==> src/rtl/wdma_pkg.sv <==
package wdma_pkg;
  typedef enum logic [1:0] {
    ST_IDLE  = 2'd0,
    ST_READ  = 2'd1,
    ST_WRITE = 2'd2,
    ST_DONE  = 2'd3
  } wdma_state_e;
endpackage

==> src/rtl/wdma_addr_gen.sv <==
module wdma_addr_gen #(
  parameter int REG_W  = 16,
  parameter int SRC_AW = 14,
  parameter int OFF_AW = 12,
  parameter int BANK_W = 4
) (
  input  logic                     clk,
  input  logic                     rst,
  input  logic                     load,
  input  logic                     step,
  input  logic [REG_W-1:0]         src_reg,
  input  logic [REG_W-1:0]         dst_reg,
  input  logic [BANK_W-1:0]        bank,
  output logic [SRC_AW-1:0]        src_addr,
  output logic [BANK_W+OFF_AW-1:0] dst_addr
);
  localparam logic [SRC_AW-1:0] SRC_STEP = SRC_AW'(2);
  localparam logic [OFF_AW-1:0] OFF_STEP = OFF_AW'(2);

  logic [SRC_AW-1:0] src_q;
  logic [OFF_AW-1:0] off_q;
  logic [BANK_W-1:0] bank_q;

  always_ff @(posedge clk) begin
    if (rst) begin
      src_q  <= '0;
      off_q  <= '0;
      bank_q <= '0;
    end else if (load) begin
      // word aligned inside the source window
      src_q  <= {src_reg[SRC_AW-1:1], 1'b0};
      // register scaled by four, kept inside the bank window
      off_q  <= {dst_reg[OFF_AW-3:0], 2'b00};
      bank_q <= bank;
    end else if (step) begin
      src_q <= src_q + SRC_STEP;
      off_q <= off_q + OFF_STEP;
    end
  end

  assign src_addr = src_q;
  assign dst_addr = {bank_q, off_q};

  AST_SRC_STEP: assert property (@(posedge clk) disable iff (rst)
    (step && !load) |=> (src_q == $past(src_q) + SRC_STEP))
    else $error("source address did not advance by one word");
  AST_BANK_KEEP: assert property (@(posedge clk) disable iff (rst)
    (!load) |=> $stable(bank_q))
    else $error("bank changed during a transfer");
  AST_ALIGN: assert property (@(posedge clk) disable iff (rst)
    (src_q[0] == 1'b0) && (off_q[0] == 1'b0))
    else $error("unaligned address");
endmodule

==> src/rtl/wdma_reg_upd.sv <==
module wdma_reg_upd #(
  parameter int REG_W = 16,
  parameter int CNT_W = 16
) (
  input  logic             clk,
  input  logic             rst,
  input  logic             load,
  input  logic [CNT_W-1:0] count,
  input  logic [REG_W-1:0] src_reg,
  input  logic [REG_W-1:0] dst_reg,
  output logic [REG_W-1:0] src_upd,
  output logic [REG_W-1:0] dst_upd
);
  logic [CNT_W:0]   cnt_x2;
  logic [REG_W-1:0] src_inc;
  logic [REG_W-1:0] dst_inc;

  always_comb begin
    cnt_x2  = {count, 1'b0};
    src_inc = REG_W'(cnt_x2);
    dst_inc = REG_W'(count >> 1);
  end

  always_ff @(posedge clk) begin
    if (rst) begin
      src_upd <= '0;
      dst_upd <= '0;
    end else if (load) begin
      src_upd <= src_reg + src_inc;
      dst_upd <= dst_reg + dst_inc;
    end
  end

  AST_UPD_HOLD: assert property (@(posedge clk) disable iff (rst)
    (!load) |=> ($stable(src_upd) && $stable(dst_upd)))
    else $error("register update changed without a start");
endmodule

==> src/rtl/wdma_seq.sv <==
module wdma_seq
  import wdma_pkg::*;
#(
  parameter int CNT_W = 16
) (
  input  logic             clk,
  input  logic             rst,
  input  logic             start,
  input  logic [CNT_W-1:0] count,
  input  logic             rd_ready,
  input  logic             wr_ready,
  output logic             rd_valid,
  output logic             wr_valid,
  output logic             done,
  output logic             load,
  output logic             step,
  output logic             cap
);
  localparam logic [CNT_W-1:0] ONE = CNT_W'(1);

  wdma_state_e state_q;
  logic [CNT_W-1:0] rem_q;

  assign rd_valid = (state_q == ST_READ);
  assign wr_valid = (state_q == ST_WRITE);
  assign done     = (state_q == ST_DONE);
  assign load     = start && (state_q == ST_IDLE);
  assign cap      = rd_valid && rd_ready;
  assign step     = wr_valid && wr_ready;

  always_ff @(posedge clk) begin
    if (rst) begin
      state_q <= ST_IDLE;
      rem_q   <= '0;
    end else begin
      case (state_q)
        ST_IDLE: if (load) begin
          rem_q   <= count;
          state_q <= (count == '0) ? ST_DONE : ST_READ;
        end
        ST_READ: if (cap) state_q <= ST_WRITE;
        ST_WRITE: if (step) begin
          rem_q   <= rem_q - ONE;
          state_q <= (rem_q == ONE) ? ST_DONE : ST_READ;
        end
        default: state_q <= ST_IDLE;
      endcase
    end
  end

  AST_RD_HOLD: assert property (@(posedge clk) disable iff (rst)
    (rd_valid && !rd_ready) |=> rd_valid)
    else $error("read request dropped before acceptance");
  AST_WR_HOLD: assert property (@(posedge clk) disable iff (rst)
    (wr_valid && !wr_ready) |=> wr_valid)
    else $error("write request dropped before acceptance");
  AST_ONE_SIDE: assert property (@(posedge clk) disable iff (rst)
    !(rd_valid && wr_valid))
    else $error("read and write requested together");
  AST_DONE_PULSE: assert property (@(posedge clk) disable iff (rst)
    done |=> !done)
    else $error("done longer than one cycle");
  AST_ZERO_CNT: assert property (@(posedge clk) disable iff (rst)
    (load && count == '0) |=> (done && !rd_valid))
    else $error("zero count did not complete at once");
  AST_LAST_WR: assert property (@(posedge clk) disable iff (rst)
    (step && rem_q == ONE) |=> done)
    else $error("no done after last write");
endmodule

==> src/rtl/wdma_top.sv <==
module wdma_top #(
  parameter int REG_W  = 16,
  parameter int CNT_W  = 16,
  parameter int SRC_AW = 14,
  parameter int OFF_AW = 12,
  parameter int BANK_W = 4,
  parameter int DATA_W = 16
) (
  input  logic                     clk,
  input  logic                     rst,
  input  logic                     start_i,
  input  logic [CNT_W-1:0]         count_i,
  input  logic [REG_W-1:0]         src_reg_i,
  input  logic [REG_W-1:0]         dst_reg_i,
  input  logic [BANK_W-1:0]        bank_i,
  output logic                     rd_valid_o,
  input  logic                     rd_ready_i,
  output logic [SRC_AW-1:0]        rd_addr_o,
  input  logic [DATA_W-1:0]        rd_data_i,
  output logic                     wr_valid_o,
  input  logic                     wr_ready_i,
  output logic [BANK_W+OFF_AW-1:0] wr_addr_o,
  output logic [DATA_W-1:0]        wr_data_o,
  output logic [REG_W-1:0]         src_upd_o,
  output logic [REG_W-1:0]         dst_upd_o,
  output logic                     done_o
);
  logic load, step, cap;
  logic [DATA_W-1:0] word_q;

  wdma_seq #(.CNT_W(CNT_W)) i_seq (
    .clk(clk), .rst(rst), .start(start_i), .count(count_i),
    .rd_ready(rd_ready_i), .wr_ready(wr_ready_i),
    .rd_valid(rd_valid_o), .wr_valid(wr_valid_o), .done(done_o),
    .load(load), .step(step), .cap(cap)
  );

  wdma_addr_gen #(.REG_W(REG_W), .SRC_AW(SRC_AW), .OFF_AW(OFF_AW), .BANK_W(BANK_W)) i_addr (
    .clk(clk), .rst(rst), .load(load), .step(step),
    .src_reg(src_reg_i), .dst_reg(dst_reg_i), .bank(bank_i),
    .src_addr(rd_addr_o), .dst_addr(wr_addr_o)
  );

  wdma_reg_upd #(.REG_W(REG_W), .CNT_W(CNT_W)) i_upd (
    .clk(clk), .rst(rst), .load(load), .count(count_i),
    .src_reg(src_reg_i), .dst_reg(dst_reg_i),
    .src_upd(src_upd_o), .dst_upd(dst_upd_o)
  );

  always_ff @(posedge clk) begin
    if (rst)      word_q <= '0;
    else if (cap) word_q <= rd_data_i;
  end

  assign wr_data_o = word_q;

  AST_WR_STABLE: assert property (@(posedge clk) disable iff (rst)
    (wr_valid_o && !wr_ready_i) |=> ($stable(wr_addr_o) && $stable(wr_data_o)))
    else $error("write address or data moved while waiting");
  AST_RD_STABLE: assert property (@(posedge clk) disable iff (rst)
    (rd_valid_o && !rd_ready_i) |=> $stable(rd_addr_o))
    else $error("read address moved while waiting");
  AST_WR_DATA: assert property (@(posedge clk) disable iff (rst)
    (rd_valid_o && rd_ready_i) |=> (wr_data_o == $past(rd_data_i)))
    else $error("write data differs from read word");
endmodule

==> config.mk <==
export PLATFORM = sky130hd
export DESIGN_NAME = wdma_top
export DESIGN_NICKNAME = d
export VERILOG_FILES = /design/src/rtl/wdma_pkg.sv /design/src/rtl/wdma_addr_gen.sv /design/src/rtl/wdma_reg_upd.sv /design/src/rtl/wdma_seq.sv /design/src/rtl/wdma_top.sv
export SDC_FILE = /design/constraint.sdc
export NUM_CORES = 1
export LEC_CHECK = 0
export BUFFER_PORTS_ARGS = -buffer_cell sky130_fd_sc_hd__buf_2
export CORE_ASPECT_RATIO = 1.4
export CORE_MARGIN = 10
export CORE_UTILIZATION = 30
export CTS_BUF_LIST = sky130_fd_sc_hd__clkbuf_2
export DETAILED_ROUTE_END_ITERATION = 8
export PLACE_DENSITY = 0.6
export SYNTH_ARGS = -nofsm -noshare
export SYNTH_HDL_FRONTEND = slang
export SYNTH_SLANG_ARGS = --single-unit
==> constraint.sdc <==
create_clock -name clk -period 2.15 [get_ports clk]
set_clock_uncertainty 0.05 [all_clocks]
set_input_delay 0.1075 -clock clk [delete_from_list [all_inputs] [get_ports clk]]
set_output_delay 0.1075 -clock clk [all_outputs]
set_load 0.02 [all_outputs]
Yosys cells after proc, flatten, opt, wreduce, memory -nomap -nowiden
Cells that the tools add are included.
{"block": "word_totals", "inputBits": 73, "reg_bits": 96, "out_inout_bits": 81, "word_cells": 45}
{"block": "classes", "n_reduce_logical": 10, "n_eq_ne": 7, "addsub": 5, "muxes": 13}
{"op": "16-bit two-way mux", "count": 2}
{"op": "16-bit case mux with 2 select lines", "count": 1}
{"op": "14-bit two-way mux", "count": 2}
{"op": "12-bit two-way mux", "count": 2}
{"op": "16-bit by 15-bit adder with 16-bit output", "count": 1}
{"op": "16-bit adder", "count": 1}
{"op": "16-bit by 1-bit equality test with 1-bit output, second input constant", "count": 1}
{"op": "16-bit zero test", "count": 1}
{"op": "16-bit by 1-bit subtractor with 16-bit output, second input constant", "count": 1}
{"op": "14-bit by 2-bit adder with 14-bit output, second input constant", "count": 1}
{"op": "12-bit by 2-bit adder with 12-bit output, second input constant", "count": 1}
{"op": "2-bit two-way mux", "count": 5}
{"op": "2-bit case mux with 3 select lines", "count": 1}
{"op": "3-bit AND reduction", "count": 2}
{"op": "2-bit equality test, second input constant", "count": 2}
{"op": "2-bit by 1-bit inequality test with 1-bit output, second input constant", "count": 2}
{"op": "2-bit nonzero test", "count": 2}
{"op": "1-bit logical AND", "count": 3}
{"op": "2-bit by 1-bit equality test with 1-bit output, second input constant", "count": 1}
{"op": "2-bit zero test", "count": 1}
{"op": "2-bit inequality test, second input constant", "count": 1}
{"op": "2-bit OR reduction", "count": 1}

Longest topological paths before layout
Gate-level depths: netlist of run 1.
{"block": "logic_depth", "depth_word": 4, "depth_mapped": 9, "ltp_nobuf": 8}

Cells and area by module
A second synthesis of run 1 with hierarchy kept.
{"block": "unflattened", "cells_unflattened": 695, "hier_area_um2": 5921.9}
{"mod": "wdma_reg_upd", "cells_per_inst": 291, "area_each_um2": 2469.9, "instances": 1}
{"mod": "wdma_addr_gen", "cells_per_inst": 174, "area_each_um2": 1487.7, "instances": 1}
{"mod": "wdma_seq", "cells_per_inst": 178, "area_each_um2": 1383.8, "instances": 1}
{"mod": "wdma_top", "cells_per_inst": 52, "area_each_um2": 580.6, "instances": 1}

Worst setup path before layout of run 1
Ideal clock, no wire load.
{"block": "synth_timing", "kind": "input to register", "start": "input port count_i[0]", "end": "register i_upd.src_upd[15]", "required_time_ns": 2.021, "path_slack_ns": 0.182, "stages": 8, "setup_time_ns": 0.079, "arrival_time_ns": 1.838, "path_cell_list": "ha_1 -> fa_1 -> a211oi_2 -> o21bai_1 -> a21o_1 -> a221oi_2 -> xnor2_1 -> a211oi_2"}
{"block": "synth_via", "elab_chain_cells": 1}
{"element": "start, declared", "line": "wdma_top.sv:12", "source": "input logic [CNT_W-1:0] count_i,"}
{"element": "16-bit adder", "line": "wdma_reg_upd.sv:29", "source": "src_upd <= src_reg + src_inc;"}
{"element": "end signal, assigned", "line": "wdma_reg_upd.sv:29"}
{"element": "end, declared", "line": "wdma_reg_upd.sv:11", "source": "output logic [REG_W-1:0] src_upd,"}
No other way between the ends.
A chain may end at the register's enable or synchronous reset.

Worst setup path in the final report of run 1
{"block": "layout_timing", "start": "input port count_i[1]", "end": "register i_upd.src_upd[15]"}
The elaborated chain is that of the path after synthesis.

==> summary.txt, run 1 <==
MaxCap Viol Count: 0
number of DRC markers in iteration 0: 363
CP max-delay cell: dlygate4sd3_1
clk root buf: clkbuf_2
fin cells: 1,189
compound-cell area share of the yosys netlist: 0.265
biggest area consumer among synthesized cells: dfxtp_1
final setup TNS: 0 ps
Distinct cells, synth: 66
overall global routing resource usage: 0.164
RR Startpoint: i_seq.state_q[0]
setup ws final: 52.9 ps
crit path cell chain: buf_2 > dlygate4sd3_1 > buf_4 > fa_2 > a211oi_2 > o21bai_1 > a21o_1 > a221oi_2 > xnor2_1 > a211oi_2
First-pass DRT Iterations: 5
DRT antenna net count: 0
Synthesis Warnings: 0
Area Overhead vs Synth: 37.5%
crit-path max cell delay: 540 ps
CTS Buf Count: 9
Port Buffers: 151
crit-path max FO: 4
clk buf depth: 2
async set or reset register ratio after synthesis: 0
final core utilization: 0.423
starting density of the core: 0.308
placed insts: 1,095
CTS tree: yes
vias in the first global route: 5,963
Fmax achieved: 477 MHz
Final Critical Period: 2100 ps
Final Net Count: 1,050
CTS sink cnt: 94
Vias/cell: 5.16
Max H-tree Level: 3
fin. max-slew vios: 0
Critical Path Source: count_i[1]
delay-heaviest family, CP: compound AO/OA/AOI/OAI gates
most frequent CP cell: a211oi_2
vias: 6,134
RSZ-0062 raised after global routing: true
proportion of synthesized area in mux cells: 0.00540
pin count of the biggest net entering global routing: 52
top cells by area, synth: dfxtp_1, nand2_1, ha_1
most frequent cell after synthesis: nand2_1
drt drc: 0
hold crit path type: input pin to flip-flop
Syn Area/Cell: 7.79 sq um
CORE AREA: 0.0181 sq mm
Ports: 154
Remaining Overflow, GRT: 0
reg2reg setup slack: 200 ps
Placement Setup Slack: -127 ps
final hold vios: 0
die width: 135 um
Synth Register Bits: 94
synth cell count leaders: nand2_1, dfxtp_1, a21oi_1, nor2_1, o21ai_0
die footprint: 0.0244 sq mm
ratio of cells with drive above 1 in the final layout: 0.229
crit path to: i_upd.src_upd[15]
worst slew pin tran: 589 ps
xor/xnor share of the synthesized area: 0.0473
CP Capture Type: flip-flop
CTS clk-pin slew, worst paths: 300 ps
global-route wire length before repair: 32,300 um
crit path DAT: 2530 ps
PwrDens: 604 mW/mm^2
reg2reg end: i_seq.rem_q[0]
largest family of logic cells by synthesized area: compound AO/OA/AOI/OAI gates
Slew headroom: 0.607
critical path class: input pin to flip-flop
Final Setup Violations: 0
Main synth FF type: dfxtp_1
Post-synth EDFFs: 0
die span in y: 181 um
startpoint types: input pin
Synth Cell Area: 0.00556 sq mm
GP Congestion: 0.903
Rows: 58
post-DR wirelength/cell: 17.5 um
Synth top area share: 0.339
CP required: 2580 ps
Synth Area in Adders: 0.0815
period utilization: 0.975
final wirelength: 20,800 um
status: completed
initial antenna violation count: 3
stages on the worst setup path: 10
Post-DP HPWL: 15,800 um
Pleak: 3.33 nW
Post-Syn Instances: 713
hold slack: 48.8 ps
simple-gate share of the synthesized area: 0.220
Worst-Skew Late Latency: 570 ps
Critical path buffers and inverters: 3
R2R cell count: 5
sequential area share after synthesis: 0.339
VDD IR max: 245 uV
==> final cells by class <==
cell class | count | area (sq um)
fillers | 1860 | 10400
well taps | 240 | 300
inverters | 9 | 35.0
clock inverters | 7 | 97.6
flip-flops and latches | 94 | 1880
repair buffers | 260 | 1810
diodes | 2 | 5.00
multi-input cells | 568 | 3460
clock buffers | 9 | 45.0
==> stage by stage <==
step           area [sq um]  total power (W)
3_5_place_dp           6720          0.00346
6_report               7640          0.00462
2_1_floorplan          5560          0.00292
4_1_cts                7620          0.00463
5_1_grt                7640          0.00488
3_3_place_gp           6720          0.00345
==> how the worst min path moves through the flow <==
stage,slack [ps],cells after the start,start,endpoint
after floorplan,190,2,bank_i[0],i_addr.bank_q[0]
after global placement,300,3,bank_i[1],i_addr.bank_q[1]
after detailed placement,300,3,bank_i[1],i_addr.bank_q[1]
after CTS,10,4,dst_reg_i[10],i_upd.dst_upd[10]
after global routing,1,4,dst_reg_i[10],i_upd.dst_upd[10]
final,50,4,dst_reg_i[10],i_upd.dst_upd[10]
==> cell families after synthesis <==
logic type,after synthesis
xor+xnor,30
other cells,1
buf+inv,52
compound gates,231
flops,94
mux,3
simple gates,267
fa+ha+maj,35
==> what timing repair did <==
item	in CTS	in global routing
gates resized for setup	0	7
endpoints found under the setup margin	0	10
buffers inserted	0	1
hold buffers	75	0
endpoints found under the hold margin	82	0
==> per-layer routing <==
metal  GRT usage  part of all wire
met1       0.186              0.41
met2       0.281              0.49
met3      0.0408             0.065
met4      0.0730             0.037
met5           0           0.00039
==> state kept, by name (all words and copies together) (netlist names) <==
| signal | count |
|---|---|
| i_seq.rem_q | 16 |
| i_upd.dst_upd | 16 |
| i_upd.src_upd | 16 |
| wr_data_o | 16 |
| i_addr.src_addr | 13 |
| i_seq.state_q | 2 |
| i_addr.off_q | 11 |
| i_addr.bank_q | 4 |
==> power by group <==
part	internal [W]	total (W)	switching (W)
Clock	0.000392	0.00105	0.000662
Combinational	0.000657	0.00154	0.000887
Sequential	0.00189	0.00202	0.000122
Total	0.00294	0.00462	0.00167
==> cell usage in the layout, fill, tap and decap left out, types with 3 or more instances in the layout <==
master,count
nor3_1,10
xnor2_1,17
nand3_1,20
a22o_1,3
and2_1,9
a211oi_1,23
nand2_1,111
a311oi_1,3
inv_1,8
o31ai_1,7
a211o_1,3
nor2_1,66
o22ai_1,6
a22oi_1,9
buf_2,151
a21o_1,12
nand3b_1,4
a221oi_1,3
clkbuf_2,9
buf_4,30
o211ai_1,4
o21a_1,7
xor2_1,13
ha_1,33
nor2b_1,3
o21ai_0,42
a31oi_1,7
dfxtp_1,92
nand2b_1,5
a21oi_1,77
and3_1,9
mux2i_1,3
dlygate4sd3_1,75
nand4_1,7
buf_12,4
nor4_1,9
==> worst reg2reg max path, stage by stage (launching register included) <==
cell           delay (ps)
dfxtp_2               480
nand2b_4              160
buf_4                 280
a21oi_1               120
dlygate4sd3_1         580
a211oi_1              240
No activity file was read; power rests on OpenSTA's default activity.
==> inputs of run 2 (changes only) <==
Settings changed: CELL_PAD_IN_SITES_DETAIL_PLACEMENT from default to 1, CELL_PAD_IN_SITES_GLOBAL_PLACEMENT from default to 1, PLACE_DENSITY 0.6 to 0.75.
==> run 2 against run 1 <==
Compared with the run above: the flow now finishes with violations (negative setup slack); final area unchanged; global-route usage rose by 2.4 points; critical path type unchanged; sequential power barely moved; count of clock-buffer cells in the layout unchanged.
==> summary.txt, run 2 (same netlist as run 1, synthesis figures left out) <==
status: finished, violations left (was completed)
violated checks: negative setup slack
CTS Buf Count: 9 (unchanged)
internal power: 0.00276 W (was 0.00294 W)
die width: 135 um (unchanged)
critical path class: input pin to flip-flop (unchanged)
drt drc: 0 (unchanged)
Final Critical Period: 2170 ps (was 2100 ps)
Worst-Skew Late Latency: 630 ps (was 570 ps)
PwrDens: 600 mW/mm^2 (was 604 mW/mm^2)
CTS sink cnt: 94 (unchanged)
CTS clk-pin slew, worst paths: 350 ps (was 300 ps)
vias: 6,436 (was 6,134)
CORE AREA: 0.0181 sq mm (unchanged)
fin. max-slew vios: 0 (unchanged)
fin cells: 1,192 (was 1,189)
NetSw: 0.00182 W (was 0.00167 W)
pin count of the biggest net entering global routing: 66 (was 52)
clk buf depth: 2 (unchanged)
Post-DP HPWL: 16,700 um (was 15,800 um)
Placement Setup Slack: -87.6 ps (was -127 ps)
starting density of the core: 0.308 (unchanged)
Fmax achieved: 461 MHz (was 477 MHz)
die footprint: 0.0244 sq mm (unchanged)
sequential share of power: 0.441 (was 0.437)
post-DR wirelength/cell: 19.9 um (was 17.5 um)
setup ws final: -18.7 ps (was 52.9 ps)
overall global routing resource usage: 0.187 (was 0.164)
worst slew pin tran: 565 ps (was 589 ps)
crit-path max FO: 3 (was 4)
placed insts: 1,099 (was 1,095)
First-pass DRT Iterations: 5 (unchanged)
area of the multi-input gates: 0.00348 sq mm (was 0.00346 sq mm)
CP Capture Type: flip-flop (unchanged)
VDD IR max: 220 uV (was 245 uV)
Final Net Count: 1,054 (was 1,050)
Pleak: 3.33 nW (about the same)
final wirelength: 23,800 um (was 20,800 um)
Remaining Overflow, GRT: 0 (unchanged)
Final Setup Violations: 1 (was 0)
Slew headroom: 0.624 (was 0.607)
ratio of cells with drive above 1 in the final layout: 0.237 (was 0.229)
vias in the first global route: 6,624 (was 5,963)
fillers: 2,231 (was 1,860)
startpoint types: input pin (unchanged)
commonest non-fill, non-tap cell in the layout: buf_2 (unchanged)
CP max-delay cell: dlygate4sd3_1 (unchanged)
crit path DAT: 2720 ps (was 2530 ps)
final hold vios: 0 (unchanged)
die span in y: 181 um (unchanged)
most frequent cells in the layout: buf_2, nand2_1, dfxtp_1 (unchanged)
Sequential cell area: 0.00188 sq mm (unchanged)
Port Buffers: 151 (unchanged)
global-route wire length before repair: 36,800 um (was 32,300 um)
CTS tree: yes (unchanged)
number of DRC markers in iteration 0: 380 (was 363)
clock network fraction of design power: 0.209 (was 0.229)
Max H-tree Level: 3 (unchanged)
hold slack: 104 ps (was 48.8 ps)
hold crit path type: input pin to flip-flop (unchanged)
Logic pwr share: 0.350 (was 0.335)
Vias/cell: 5.40 (was 5.16)
GP Congestion: 0.914 (was 0.903)
crit-path max cell delay: 550 ps (was 540 ps)
Ports: 154 (unchanged)
Area Overhead vs Synth: 37.5% (unchanged)
final core utilization: 0.423 (unchanged)
crit path cell chain: dlygate4sd3_1 > buf_2 > ha_1 > fa_2 > a211oi_4 > o21bai_2 > a21o_1 > a221oi_2 > xnor2_1 > a211oi_2 (was buf_2 > dlygate4sd3_1 > buf_4 > fa_2 > a211oi_2 > o21bai_1 > a21o_1 > a221oi_2 > xnor2_1 > a211oi_2)
period utilization: 1.01 (was 0.975)
MaxCap Viol Count: 0 (unchanged)
overall power: 0.00458 W (was 0.00462 W)
CP required: 2700 ps (was 2580 ps)
switching share of power: 0.398 (was 0.362)
DRT antenna net count: 0 (unchanged)
RSZ-0062 raised after global routing: true (unchanged)
Rows: 58 (unchanged)
clk root buf: clkbuf_2 (unchanged)
initial antenna violation count: 1 (was 3)
-- run 2: cell count changes in the layout (fill, tap and decap cells not counted), moves of 2 or more --
cell	previous run	this run
inv_6	0	3
buf_12	4	2
nor4_1	9	7
nor4_2	1	3
buf_4	30	36
bufinv_16	2	0
-- run 2: layout make-up --
class / instances / share of cell area
diodes: 1 / 0.000327
clock buffers: 9 / 0.00589
clock inverters: 7 / 0.00966
multi-input cells: 568 / 0.456
flip-flops and latches: 94 / 0.247
well taps: 240 / 0.0393
repair buffers: 264 / 0.238
inverters: 9 / 0.00458
-- run 2: worst paths after layout --
path | from | endpoint | slack, ps | depth (start not counted)
worst min-delay path | dst_reg_i[10] | i_upd.dst_upd[10] | 100 | 5
worst max-delay path | src_reg_i[1] | i_upd.src_upd[15] | -20 | 10
worst min register to register | i_addr.bank_q[0] | i_addr.bank_q[0] | 420 | 2
worst max register to register | i_seq.state_q[1] | i_seq.state_q[0] | 150 | 5
-- run 2: routing by layer --
metal | global-route usage | vias up | part of all wire
li1 | - | 3034 | -
met1 | 0.214 | 3123 | 0.41
met2 | 0.324 | 207 | 0.49
met3 | 0.0322 | 72 | 0.049
met4 | 0.0972 | 0 | 0.052
met5 | 0 | - | 0
-- run 2: metrics by stage --
step | instance area [sq um] | TNS [ps]
3_5_place_dp | 6730 | -293
3_3_place_gp | 6730 | -132
2_1_floorplan | 5560 | 0
4_1_cts | 7600 | 0
5_1_grt | 7640 | -96.4
6_report | 7640 | -18.7
-- run 2: repair_timing --
| action | in CTS | in global routing |
|---|---|---|
| hold buffers | 75 | 0 |
| setup buffers | 0 | 1 |
| setup endpoints to repair | 0 | 13 |
| endpoints found under the hold margin | 92 | 0 |
| resized for setup | 0 | 9 |
-- run 2: critical path: cells and delay by family --
kind            cells  cell delay, ps
xor+xnor            1             130
compound gates      5            1190
fa+ha+maj           2             600
buf+inv             2             690
-- run 2: power groups by stage --
| stage | logic [W] | clock network, W | registers [W] |
|---|---|---|---|
| after CTS | 0.00156 | 0.000994 | 0.00202 |
| after detailed placement | 0.00144 | 0 | 0.00205 |
| after global placement | 0.00141 | 0 | 0.00204 |
| after global routing | 0.00174 | 0.00106 | 0.00205 |
| after floorplan | 0.000756 | 0 | 0.00217 |
| final | 0.00160 | 0.000958 | 0.00202 |
==> inputs of run 3 (changes only) <==
Settings changed: SETUP_SLACK_MARGIN from default to 0.1, SKIP_CTS_REPAIR_TIMING from default to 1.
==> run 3 against run 2 <==
Compared with the run above: the flow finishes with violations (negative hold slack); critical path depth unchanged; sequential cell count did not move; register-to-register slack improved by 110 ps; power decreased by 0.29%; final cell count unchanged; routed wire length shrank 2.7%; clock power barely moved; global-route usage down 2.2 points; worst hold slack worse by 130 ps; first-iteration DRC count is 24% higher; via count shrank 1.2%; die area unchanged; critical path type unchanged; largest power group unchanged.
==> summary.txt, run 3 (same netlist as run 1, synthesis figures left out) <==
status: finished, violations left (unchanged)
violated checks: negative hold slack (was negative setup slack)
overall global routing resource usage: 0.166 (was 0.187)
CTS tree: yes (unchanged)
Worst-Skew Late Latency: 610 ps (was 630 ps)
pin count of the biggest net entering global routing: 66 (unchanged)
Fmax achieved: 509 MHz (was 461 MHz)
commonest non-fill, non-tap cell in the layout: buf_2 (unchanged)
Critical Path Source: count_i[5] (was src_reg_i[1])
most frequent cells in the layout: buf_2, nand2_1, dfxtp_1 (unchanged)
CTS sink cnt: 94 (unchanged)
initial antenna violation count: 1 (unchanged)
Post-DP HPWL: 16,700 um (unchanged)
RR Startpoint: i_seq.rem_q[2] (was i_seq.state_q[1])
placed insts: 1,099 (unchanged)
sequential share of power: 0.443 (was 0.441)
Final Net Count: 1,054 (unchanged)
crit-path max cell delay: 530 ps (was 550 ps)
Final Setup Violations: 0 (was 1)
switching share of power: 0.395 (was 0.398)
R2R cell count: 6 (was 5)
hold crit path type: input pin to flip-flop (unchanged)
critical path class: input pin to flip-flop (unchanged)
Rows: 58 (unchanged)
CTS clk-pin slew, worst paths: 310 ps (was 350 ps)
crit path to: i_upd.dst_upd[9] (was i_upd.src_upd[15])
crit path cell chain: dlygate4sd3_1 > buf_2 > ha_1 > a21oi_1 > a21boi_0 > buf_4 > a211oi_1 > o21ai_0 > nand3b_1 > a21oi_1 (was dlygate4sd3_1 > buf_2 > ha_1 > fa_2 > a211oi_4 > o21bai_2 > a21o_1 > a221oi_2 > xnor2_1 > a211oi_2)
final hold vios: 1 (was 0)
crit-path max FO: 4 (was 3)
number of DRC markers in iteration 0: 470 (was 380)
setup ws final: 185 ps (was -18.7 ps)
MaxCap Viol Count: 0 (unchanged)
PwrDens: 598 mW/mm^2 (was 600 mW/mm^2)
CP required: 2680 ps (was 2700 ps)
worst slew pin tran: 570 ps (was 565 ps)
die width: 135 um (unchanged)
die footprint: 0.0244 sq mm (unchanged)
fin cells: 1,192 (unchanged)
final wirelength: 23,100 um (was 23,800 um)
startpoint types: input pin (unchanged)
area of the multi-input gates: 0.00348 sq mm (about the same)
Ports: 154 (unchanged)
clk buf depth: 2 (unchanged)
final core utilization: 0.423 (about the same)
hold slack: -29.9 ps (was 104 ps)
vias in the first global route: 5,992 (was 6,624)
global-route wire length before repair: 32,700 um (was 36,800 um)
DRT antenna net count: 0 (unchanged)
most frequent CP cell: a21oi_1
VDD IR max: 223 uV (was 220 uV)
Final Critical Period: 1960 ps (was 2170 ps)
Slew headroom: 0.619 (was 0.624)
reg2reg setup slack: 260 ps (was 150 ps)
stages on the worst setup path: 10 (unchanged)
Sequential cell area: 0.00189 sq mm (was 0.00188 sq mm)
Pleak: 3.33 nW (about the same)
Vias/cell: 5.33 (was 5.40)
vias: 6,357 (was 6,436)
internal power: 0.00276 W (about the same)
CTS Buf Count: 9 (unchanged)
NetSw: 0.00181 W (was 0.00182 W)
clock network fraction of design power: 0.209 (about the same)
fin. max-slew vios: 0 (unchanged)
Area Overhead vs Synth: 37.4% (was 37.5%)
clk root buf: clkbuf_2 (unchanged)
ratio of cells with drive above 1 in the final layout: 0.236 (was 0.237)
reg2reg end: i_seq.rem_q[10] (was i_seq.state_q[0])
drt drc: 0 (unchanged)
die span in y: 181 um (unchanged)
Placement Setup Slack: -87.6 ps (unchanged)
GP Congestion: 0.914 (unchanged)
Port Buffers: 151 (unchanged)
post-DR wirelength/cell: 19.4 um (was 19.9 um)
period utilization: 0.914 (was 1.01)
Remaining Overflow, GRT: 0 (unchanged)
RSZ-0062 raised after global routing: true (unchanged)
CP max-delay cell: dlygate4sd3_1 (unchanged)
crit path DAT: 2500 ps (was 2720 ps)
fillers: 2,236 (was 2,231)
delay-heaviest family, CP: compound AO/OA/AOI/OAI gates (unchanged)
Logic pwr share: 0.348 (was 0.350)
CP Capture Type: flip-flop (unchanged)
First-pass DRT Iterations: 5 (unchanged)
Max H-tree Level: 3 (unchanged)
CORE AREA: 0.0181 sq mm (unchanged)
Critical path buffers and inverters: 3 (was 2)
starting density of the core: 0.308 (unchanged)
-- run 3: cell counts in the layout (fill, tap and decap cells not counted) --
Identical to the previous run, type by type.
-- run 3: layout make-up --
cell class / count / share of cell area
antenna: 1 / 0.000328
tap: 240 / 0.0393
inverter: 9 / 0.00459
clock buffer: 9 / 0.00590
multi-input combinational: 568 / 0.455
sequential: 94 / 0.247
clock inverter: 7 / 0.00966
timing repair buffer: 264 / 0.238
-- run 3: power by group through the flow --
stage,Sequential [W],Combinational (W),Clock [W]
6_report,0.00202,0.00159,0.000956
5_1_grt,0.00205,0.00173,0.00106
4_1_cts,0.00202,0.00145,0.000994
3_5_place_dp,0.00205,0.00144,0
3_3_place_gp,0.00204,0.00141,0
2_1_floorplan,0.00217,0.000756,0
-- run 3: per-stage QoR --
step           power [W]  hold slack, ps  instance area, sq um  TNS, ps
6_report         0.00457           -29.9                  7640        0
2_1_floorplan    0.00292             194                  5560        0
4_1_cts          0.00446            -435                  6850        0
3_3_place_gp     0.00346             298                  6730     -132
3_5_place_dp     0.00349             306                  6730     -293
5_1_grt          0.00484            21.8                  7640        0
-- run 3: worst min path at each step --
stage / startpoint / end / slack (ps) / cells past startpoint
finish: count_i[2] / i_seq.rem_q[2] / -30 / 5
global route: count_i[2] / i_seq.rem_q[2] / 20 / 5
CTS: bank_i[0] / i_addr.bank_q[0] / -440 / 3
detailed placement: rd_data_i[4] / wr_data_o[4] / 310 / 3
global placement: rd_data_i[6] / wr_data_o[6] / 300 / 3
floorplan: bank_i[0] / i_addr.bank_q[0] / 190 / 2
-- run 3: worst reg2reg max path: stages (launching register included) --
cell and delay [ps]:
dfxtp_1 440, nor3_4 300, nand3_1 170, or4_1 470, a21o_1 200, a22oi_1 130, nor2_1 60
-- run 3: routing by layer --
metal | vias up | track usage | wire length, um
li1 | 3038 | - | -
met1 | 3091 | 0.197 | 9370
met2 | 184 | 0.287 | 11900
met3 | 44 | 0.0319 | 1170
met4 | 0 | 0.0587 | 697
met5 | - | 0 | 0
